**config.mk**
```make
export PLATFORM = sky130hd
export DESIGN_NAME = gpio_quad_port
export DESIGN_NICKNAME = d
export VERILOG_FILES = /design/src/rtl/gpio_quad_port.sv
export SDC_FILE = /design/constraint.sdc
export NUM_CORES = 1
export LEC_CHECK = 0
export BUFFER_PORTS_ARGS = -buffer_cell sky130_fd_sc_hd__buf_2
export CAP_MARGIN = 20
export CORE_ASPECT_RATIO = 1.1
export CORE_MARGIN = 3
export CORE_UTILIZATION = 61
export CTS_CLUSTER_DIAMETER = 60
export DETAILED_ROUTE_END_ITERATION = 8
export GPL_TIMING_DRIVEN = 1
export PLACE_DENSITY = 0.81
export SLEW_MARGIN = 10
export SYNTH_ARGS = -nofsm -noshare
export SYNTH_HDL_FRONTEND = slang
export SYNTH_SLANG_ARGS = --single-unit
```
**constraint.sdc**
```tcl
create_clock -name clk -period 2.7 [get_ports clk]
set_input_delay 0.405 -clock clk [delete_from_list [all_inputs] [get_ports clk]]
set_output_delay 0.405 -clock clk [all_outputs]
set_load 0.005 [all_outputs]
```
**src/rtl/gpio_quad_port.sv**
```systemverilog
module gpio_quad_port #(
  parameter int NPINS  = 29,
  parameter int EVPINS = 16
) (
  input  logic             clk,
  input  logic             rst_n,
  input  logic [3:0]       rt_addr,
  input  logic             rt_wr,
  input  logic [7:0]       rt_wdata,
  output logic [7:0]       rt_rdata,
  input  logic             cfg_addr,
  input  logic             cfg_wr,
  input  logic [7:0]       cfg_wdata,
  output logic [7:0]       cfg_rdata,
  input  logic [NPINS-1:0] pad_in,
  output logic [NPINS-1:0] pad_out,
  output logic [NPINS-1:0] pad_oe,
  output logic [NPINS-1:0] pad_pu,
  output logic             event_o
);
  localparam int NPORTS = 4;
  localparam int PADW   = NPORTS * 8;
  localparam int EVP    = EVPINS / 8;
  localparam int SELW   = $clog2(NPINS);

  function automatic logic [3:0] do_addr(input int k);
    return (k < 2) ? 4'(4 * k) : 4'(8 + 2 * (k - 2));
  endfunction

  logic [NPINS-1:0]  dout_q, oe_q, pp_q, pu_q;
  logic [NPINS-1:0]  s1_q, s2_q;
  logic [EVPINS-1:0] s3_q, en_q, sts_q;
  logic [SELW-1:0]   sel_q;

  logic [PADW-1:0]   dout_w, din_w, dout_nx;
  logic [EVPINS-1:0] en_nx, clr_v, evt_edge;
  logic [5:0]        req_pin;
  logic              sel_ok;
  logic              unused_hi;

  assign dout_w    = PADW'(dout_q);
  assign din_w     = PADW'(s2_q);
  assign unused_hi = ^dout_nx[PADW-1:NPINS];

  always_comb begin
    dout_nx = dout_w;
    en_nx   = en_q;
    clr_v   = '0;
    for (int k = 0; k < NPORTS; k++)
      if (rt_wr && rt_addr == do_addr(k)) dout_nx[8*k +: 8] = rt_wdata;
    for (int k = 0; k < EVP; k++) begin
      if (rt_wr && rt_addr == 4'(4 * k + 2)) en_nx[8*k +: 8] = rt_wdata;
      if (rt_wr && rt_addr == 4'(4 * k + 3)) clr_v[8*k +: 8] = rt_wdata;
    end
  end

  always_comb begin
    rt_rdata = '0;
    for (int k = 0; k < NPORTS; k++) begin
      if (rt_addr == do_addr(k))        rt_rdata = dout_w[8*k +: 8];
      if (rt_addr == do_addr(k) + 4'd1) rt_rdata = din_w[8*k +: 8];
    end
    for (int k = 0; k < EVP; k++) begin
      if (rt_addr == 4'(4 * k + 2)) rt_rdata = en_q[8*k +: 8];
      if (rt_addr == 4'(4 * k + 3)) rt_rdata = sts_q[8*k +: 8];
    end
  end

  assign evt_edge = s2_q[EVPINS-1:0] ^ s3_q;

  always_ff @(posedge clk or negedge rst_n) begin
    if (!rst_n) begin
      dout_q <= '0;
      en_q   <= '0;
      sts_q  <= '0;
      s1_q   <= '0;
      s2_q   <= '0;
      s3_q   <= '0;
    end else begin
      dout_q <= dout_nx[NPINS-1:0];
      en_q   <= en_nx;
      sts_q  <= (sts_q & ~clr_v) | (evt_edge & en_q);
      s1_q   <= pad_in;
      s2_q   <= s1_q;
      s3_q   <= s2_q[EVPINS-1:0];
    end
  end

  assign req_pin = {cfg_wdata[6:4], cfg_wdata[2:0]};
  assign sel_ok  = !cfg_wdata[7] && !cfg_wdata[3] && (req_pin < 6'(NPINS));

  always_ff @(posedge clk or negedge rst_n) begin
    if (!rst_n) begin
      sel_q <= '0;
      oe_q  <= '0;
      pp_q  <= '0;
      pu_q  <= '0;
    end else if (cfg_wr) begin
      if (!cfg_addr) begin
        if (sel_ok) sel_q <= SELW'(req_pin);
      end else begin
        oe_q[sel_q] <= cfg_wdata[0];
        pp_q[sel_q] <= cfg_wdata[1];
        pu_q[sel_q] <= cfg_wdata[2];
      end
    end
  end

  assign cfg_rdata = cfg_addr ? {5'b0, pu_q[sel_q], pp_q[sel_q], oe_q[sel_q]}
                              : {1'b0, 3'(sel_q >> 3), 1'b0, sel_q[2:0]};

  assign pad_out = dout_q;
  assign pad_oe  = oe_q & (pp_q | ~dout_q);
  assign pad_pu  = pu_q;
  assign event_o = |(sts_q & en_q);
endmodule

```
Word level (Yosys, flattened, before mapping) --
Index checks and enable logic that the tools add are counted.
Word-level totals: flip-flop bits (word level) 227, bits of input ports 54, output and inout port bits 104, word-level logic and storage cells 81
Cells by class: order comparisons 3, equal/unequal tests 11, mux-type cells 26, bitwise gates (word level) 10, reductions and logical operators 17
Operators by type and width (number):
- 8-bit two-way mux | 14
- 29-bit bitwise mux | 3
- 16-bit bitwise AND | 3
- 29-bit bitwise AND | 1
- 29-bit inverter | 1
- 29-bit bitwise OR | 1
- 4-bit by 3-bit equality test with 1-bit output, second input constant | 4
- 4-bit equality test, second input constant | 4
- 16-bit inverter | 1
- 16-bit bitwise OR | 1
- 16-bit OR reduction | 1
- 16-bit XOR | 1
- 1-bit binary-select mux with 5-bit select | 3
- 1-bit logical AND | 11
- 4-bit by 2-bit equality test with 1-bit output, second input constant | 2
- 5-bit by 6-bit < comparator with 1-bit output, second input constant | 1
- 6-bit by 5-bit < comparator with 1-bit output, second input constant | 1
- 6-bit two-way mux | 1
- 1-bit demux with 5-bit select | 1
- 5-bit by 1-bit >= comparator with 1-bit output, second input constant | 1
- 4-bit by 1-bit equality test with 1-bit output, second input constant | 1
- 4-bit zero test | 1
- 1-bit two-way mux | 4
- 3-bit AND reduction | 1
- other kinds (3) | 4

Longest topological paths before layout --
depth in word-level cells 13, gate-level depth with buffers 8, depth with buffers taken out 5

Worst setup path before layout --
Ideal clock, no wire load.
path kind in2out, start point input rt_addr[0], end point output rt_rdata[1], arrival time 1.520 ns, required time 2.295 ns, slack 0.775 ns, stages 4, buffers on the path 1, path through buf_2 mux4_2 a222oi_1 nand3_1
Between the ends: word-level cells in the longest chain between the ends 13, elaborated cells between the ends (all ways) 24, classes of those cells eq/ne (11); mux (12); reduce/logical (1)
Ends and longest elaborated chain:
- from (decl) | line 7 | input logic [3:0] rt_addr,
- 4-bit zero test | line 60 | if (rt_addr == do_addr(k)) rt_rdata = dout_w[8*k +: 8];
- 8-bit two-way mux | line 60
- 8-bit two-way mux | line 61 | if (rt_addr == do_addr(k) + 4'd1) rt_rdata = din_w[8*k +: 8];
- 8-bit two-way mux | line 60
- 8-bit two-way mux | line 61
- 8-bit two-way mux | line 60
- 8-bit two-way mux | line 61
- 8-bit two-way mux | line 60
- 8-bit two-way mux | line 61
- 8-bit two-way mux | line 64 | if (rt_addr == 4'(4 * k + 2)) rt_rdata = en_q[8*k +: 8];
- 8-bit two-way mux | line 65 | if (rt_addr == 4'(4 * k + 3)) rt_rdata = sts_q[8*k +: 8];
- 8-bit two-way mux | line 64
- 8-bit two-way mux * | line 65
- to (decl) | line 10 | output logic [7:0] rt_rdata,
Every way passes the cells marked *; elsewhere a longest branch is shown, timed or not.

Worst setup path after layout --
start point register sel_q[0], end point output cfg_rdata[1]
Between the ends: word-level cells in the longest chain between the ends 3
Ends and longest elaborated chain:
- from (decl) | line 33 | logic [SELW-1:0] sel_q;
- from (signal assigned) | line 100 | if (sel_ok) sel_q <= SELW'(req_pin);
- 1-bit binary-select mux with 5-bit select | line 109 | assign cfg_rdata = cfg_addr ? {5'b0, pu_q[sel_q], pp_q[sel_q], oe_q[sel_q]}
- 1-bit two-way mux (not written as such) | line 109
- 6-bit two-way mux | line 109
- to (decl) | line 14 | output logic [7:0] cfg_rdata,
No other way between the ends. The select of a mux whose other input is x is not followed.

==> impl_metrics.env <==
export IMPL_antenna_cells=0
export IMPL_cts_tree="yes"
export IMPL_synth_top_family_by_area="multiplexers"
export IMPL_worstSetupPathType="reg -> out"
export IMPL_commonest_cells_after_routing_fill_and_taps_aside="dfrtp_1, buf_2, mux2_2, nand2_1, inv_1"
export IMPL_timing_final_setup_violations=0
export IMPL_core_um2=15980
export IMPL_die_w_um=128.8
export IMPL_cts_max_level=1
export IMPL_grt_ovfl_total=0
export IMPL_mapped_area_um2=10120
export IMPL_global_route_peak_usage_layer="met2"
export IMPL_post_route_util=0.7660
export IMPL_postSynthCellCount=786
export IMPL_synth_cell_type_count=56
export IMPL_finalHoldViolations=0
export IMPL_worst_hold_path_endpoint="s1_q[17]$_DFF_PN0_"
export IMPL_place_port_buffers=154
export IMPL_cts_buffer_depth=3
export IMPL_initial_utilization=0.6336
export IMPL_crit_path_start_kind="flop"
export IMPL_worstPathRequired_ps=2300
export IMPL_ant_nets=0
export IMPL_fp_row_count=48
export IMPL_synth_edf_count=0
export IMPL_highest_clock_rate_ghz=0.3727
export IMPL_postSynth_asyncResetShare=1.000
export IMPL_route_detailed_wl_per_inst_um=22.45
export IMPL_crit_slowest_cell="dfrtp_2"
export IMPL_max_cap_violations=0
export IMPL_ir_worst_vdd_mv=0.6614
export IMPL_synth_fa_ha_area_frac=0
export IMPL_hold_path_startpoint="pad_in[17]"
export IMPL_path_max_fanout=8
export IMPL_worst_slew_margin_rel=0.5174
export IMPL_clock_latency_ps=510
export IMPL_grt_total_usage=0.2961
export IMPL_power_leakage_nw=5.720
export IMPL_postSynthAreaPerCell_um2=12.88
export IMPL_layout_cells_most_common="dfrtp_1"
export IMPL_detail_route_drc_violations=0
export IMPL_crit_reg2reg_capture="pad_pu[22]$_DFFE_PN0P_"
export IMPL_power_w=0.01029
export IMPL_unrepaired_setup_endpoints_after_global_routing="yes"
export IMPL_clock_buffers_created_by_tritoncts=23
export IMPL_grt_met1_usage=0.4342
export IMPL_grt_first_pass_wirelength_um=41860
export IMPL_yosysWarnings=0
export IMPL_run_status="finished clean"
export IMPL_via_count=7300
export IMPL_route_final_wire_length_um=26800
export IMPL_critical_path_max_stage_delay_ps=420
export IMPL_ys_seq_elements=227
export IMPL_timing_final_crit_share=0.9938
export IMPL_fin_skew_ps=11.37
export IMPL_multiInputGateArea_um2=4094
export IMPL_largest_net_degree_at_the_start_of_global_routing=96
export IMPL_seqCellArea_um2=5684
export IMPL_clk_transition_reported_paths_ps=60
export IMPL_hold_path_cell_count=1
export IMPL_synth_seq_area_share=0.5612
export IMPL_synth_flop_cell="dfrtp_1"
export IMPL_cp_end_kind="output port"
export IMPL_global_route_usage_met3=0.04964
export IMPL_tightestPinTransition_ps=723.9
export IMPL_use_met2=0.4686
export IMPL_design_die_area_um2=18180
export IMPL_flow_area_growth_from_synthesis_pct=20.89
export IMPL_final_min_clock_period_ps=2683
export IMPL_slew_violations=0
export IMPL_filler_cell_count=998
export IMPL_avgViaCountPerCell=6.114
export IMPL_firstDrtPassIters=5
export IMPL_p_per_area_nw_per_um2=840.9
export IMPL_cts_sinks=227
export IMPL_antenna_found_initial=0
export IMPL_post_synthesis_compound_gate_area_fraction=0.09011
export IMPL_pin_count=158
export IMPL_post_synth_mux_area_share=0.2119
export IMPL_design_final_nets=1034
export IMPL_die_height_um=141.1
export IMPL_synth_simple_gate_area_share=0.08578
export IMPL_drtIter0Drc=677
export IMPL_post_route_cells_drive_above_1_share=0.3924
export IMPL_length_in_cells_of_the_worst_reg_to_reg_path=7
export IMPL_gpl_final_weighted_congestion=0.9592
export IMPL_r2r_start="sel_q[0]$_DFFE_PN0P_"
export IMPL_cts_root_buffer="clkbuf_16"
export IMPL_r2r_slack_ps=660
export IMPL_worstPathCellList="buf_6 -> clkbuf_16 -> and4bb_2 -> and2_4 -> a21oi_2 -> and4_1 -> a31oi_1 -> buf_2"
export IMPL_min_path_type="in -> reg"
export IMPL_cp_arrival_ps=2280
export IMPL_via_count_of_the_first_global_routing_pass=7425
export IMPL_post_synth_xor_area_fraction=0.01384
export IMPL_dp_hpwl_um=18480
-- registers in the layout (all words and copies together), names as in the netlist --
| register | flops |
|---|---|
| oe_q | 29 |
| pad_out | 29 |
| pad_pu | 29 |
| pp_q | 29 |
| s1_q | 29 |
| s2_q | 29 |
| en_q | 16 |
| s3_q | 16 |
| sts_q | 16 |
| sel_q | 5 |
-- worst max-delay path, delay by kind of cell (launching register included) --
family / cells / cell delay, ps
and+or+nand+nor: 3 / 630
buffers and inverters: 3 / 460
AOI/OAI and AO/OA: 2 / 260
DFF: 1 / 420
-- power breakdown --
group | leakage [nW] | total, W | switching, W | internal (W)
sequential | 2.72 | 0.00474 | 0.000669 | 0.00407
combinational | 2.63 | 0.00248 | 0.00111 | 0.00137
clock | 0.362 | 0.00307 | 0.00128 | 0.00179
total | 5.72 | 0.0103 | 0.00306 | 0.00723
-- worst max-delay path by stage --
| stage | start | end | slack (ps) | depth (start not counted) |
|---|---|---|---|---|
| final | sel_q[0]$_DFFE_PN0P_ | cfg_rdata[1] | 20 | 8 |
| after CTS | sel_q[0]$_DFFE_PN0P_ | cfg_rdata[0] | 5 | 6 |
| after global routing | sel_q[0]$_DFFE_PN0P_ | cfg_rdata[0] | -90 | 7 |
| after floorplan | rt_addr[0] | rt_rdata[1] | 780 | 4 |
| after global placement | rt_addr[0] | rt_rdata[3] | 370 | 8 |
| after detailed placement | rt_addr[2] | rt_rdata[2] | 360 | 8 |
-- through the flow --
step,hold WS [ps],instances,setup TNS [ps],setup slack [ps],area (um^2)
after floorplan,109.4,788,0,775.3,10130
after global placement,332.4,1122,0,365.6,11140
after detailed placement,334.7,1122,0,355.4,11140
after CTS,0.3240,1187,0,5.185,12120
after global routing,1.366,1194,-142.3,-86.16,12240
final,7.819,1194,0,16.84,12240
-- layer usage --
layer,up-vias,part of all wire
met3,49,0.077
met4,0,0.025
met1,3675,0.41
li1,3207,-
met2,369,0.49
met5,-,0
-- cells by family after synthesis --
family | Yosys count
DFF | 227
AOI/OAI and AO/OA | 129
xor gates and xnor gates | 16
buffers and inverters | 80
and+or+nand+nor | 167
other | 1
muxes | 166
-- cells in the mapped netlist, types with 5 or more instances --
| master | number | share of area |
|---|---|---|
| clkbuf_1 | 14 | 0.0052 |
| a22oi_1 | 6 | 0.0044 |
| nand3_1 | 14 | 0.0069 |
| nor3_1 | 6 | 0.0030 |
| nor2_1 | 33 | 0.012 |
| mux2i_1 | 17 | 0.017 |
| and2b_1 | 6 | 0.0044 |
| nand2b_1 | 9 | 0.0056 |
| o22ai_1 | 8 | 0.0049 |
| a221oi_1 | 6 | 0.0052 |
| nor2b_1 | 9 | 0.0056 |
| xor2_1 | 16 | 0.014 |
| nand2_1 | 59 | 0.022 |
| a21oi_1 | 11 | 0.0054 |
| inv_1 | 37 | 0.014 |
| mux4_2 | 13 | 0.029 |
| mux2_2 | 126 | 0.14 |
| a22o_1 | 20 | 0.017 |
| a21boi_0 | 30 | 0.022 |
| o21ai_0 | 25 | 0.012 |
| and2_1 | 5 | 0.0031 |
| mux4_1 | 10 | 0.026 |
| buf_2 | 21 | 0.010 |
| dfrtp_1 | 227 | 0.56 |
| o211ai_1 | 6 | 0.0044 |
-- area by class of cell --
| type | instances | share of cell area |
|---|---|---|
| Clock buffer | 32 | 0.05389 |
| Clock inverter | 7 | 0.005215 |
| Inverter | 37 | 0.01135 |
| Multi-Input combinational cell | 481 | 0.3346 |
| Sequential cell | 227 | 0.4645 |
| Tap cell | 200 | 0.02045 |
| Timing Repair Buffer | 210 | 0.1100 |
-- what timing repair did --
| action | 4_1_cts | 5_1_grt |
|---|---|---|
| cloned | 0 | 2 |
| setup endpoints to repair | 3 | 3 |
| endpoints found under the hold margin | 110 | 1 |
| buffers inserted | 4 | 4 |
| hold buffers | 22 | 1 |
| resized for setup | 3 | 17 |
| pin swaps | 0 | 8 |
No activity file was read; power rests on OpenSTA's default activity.
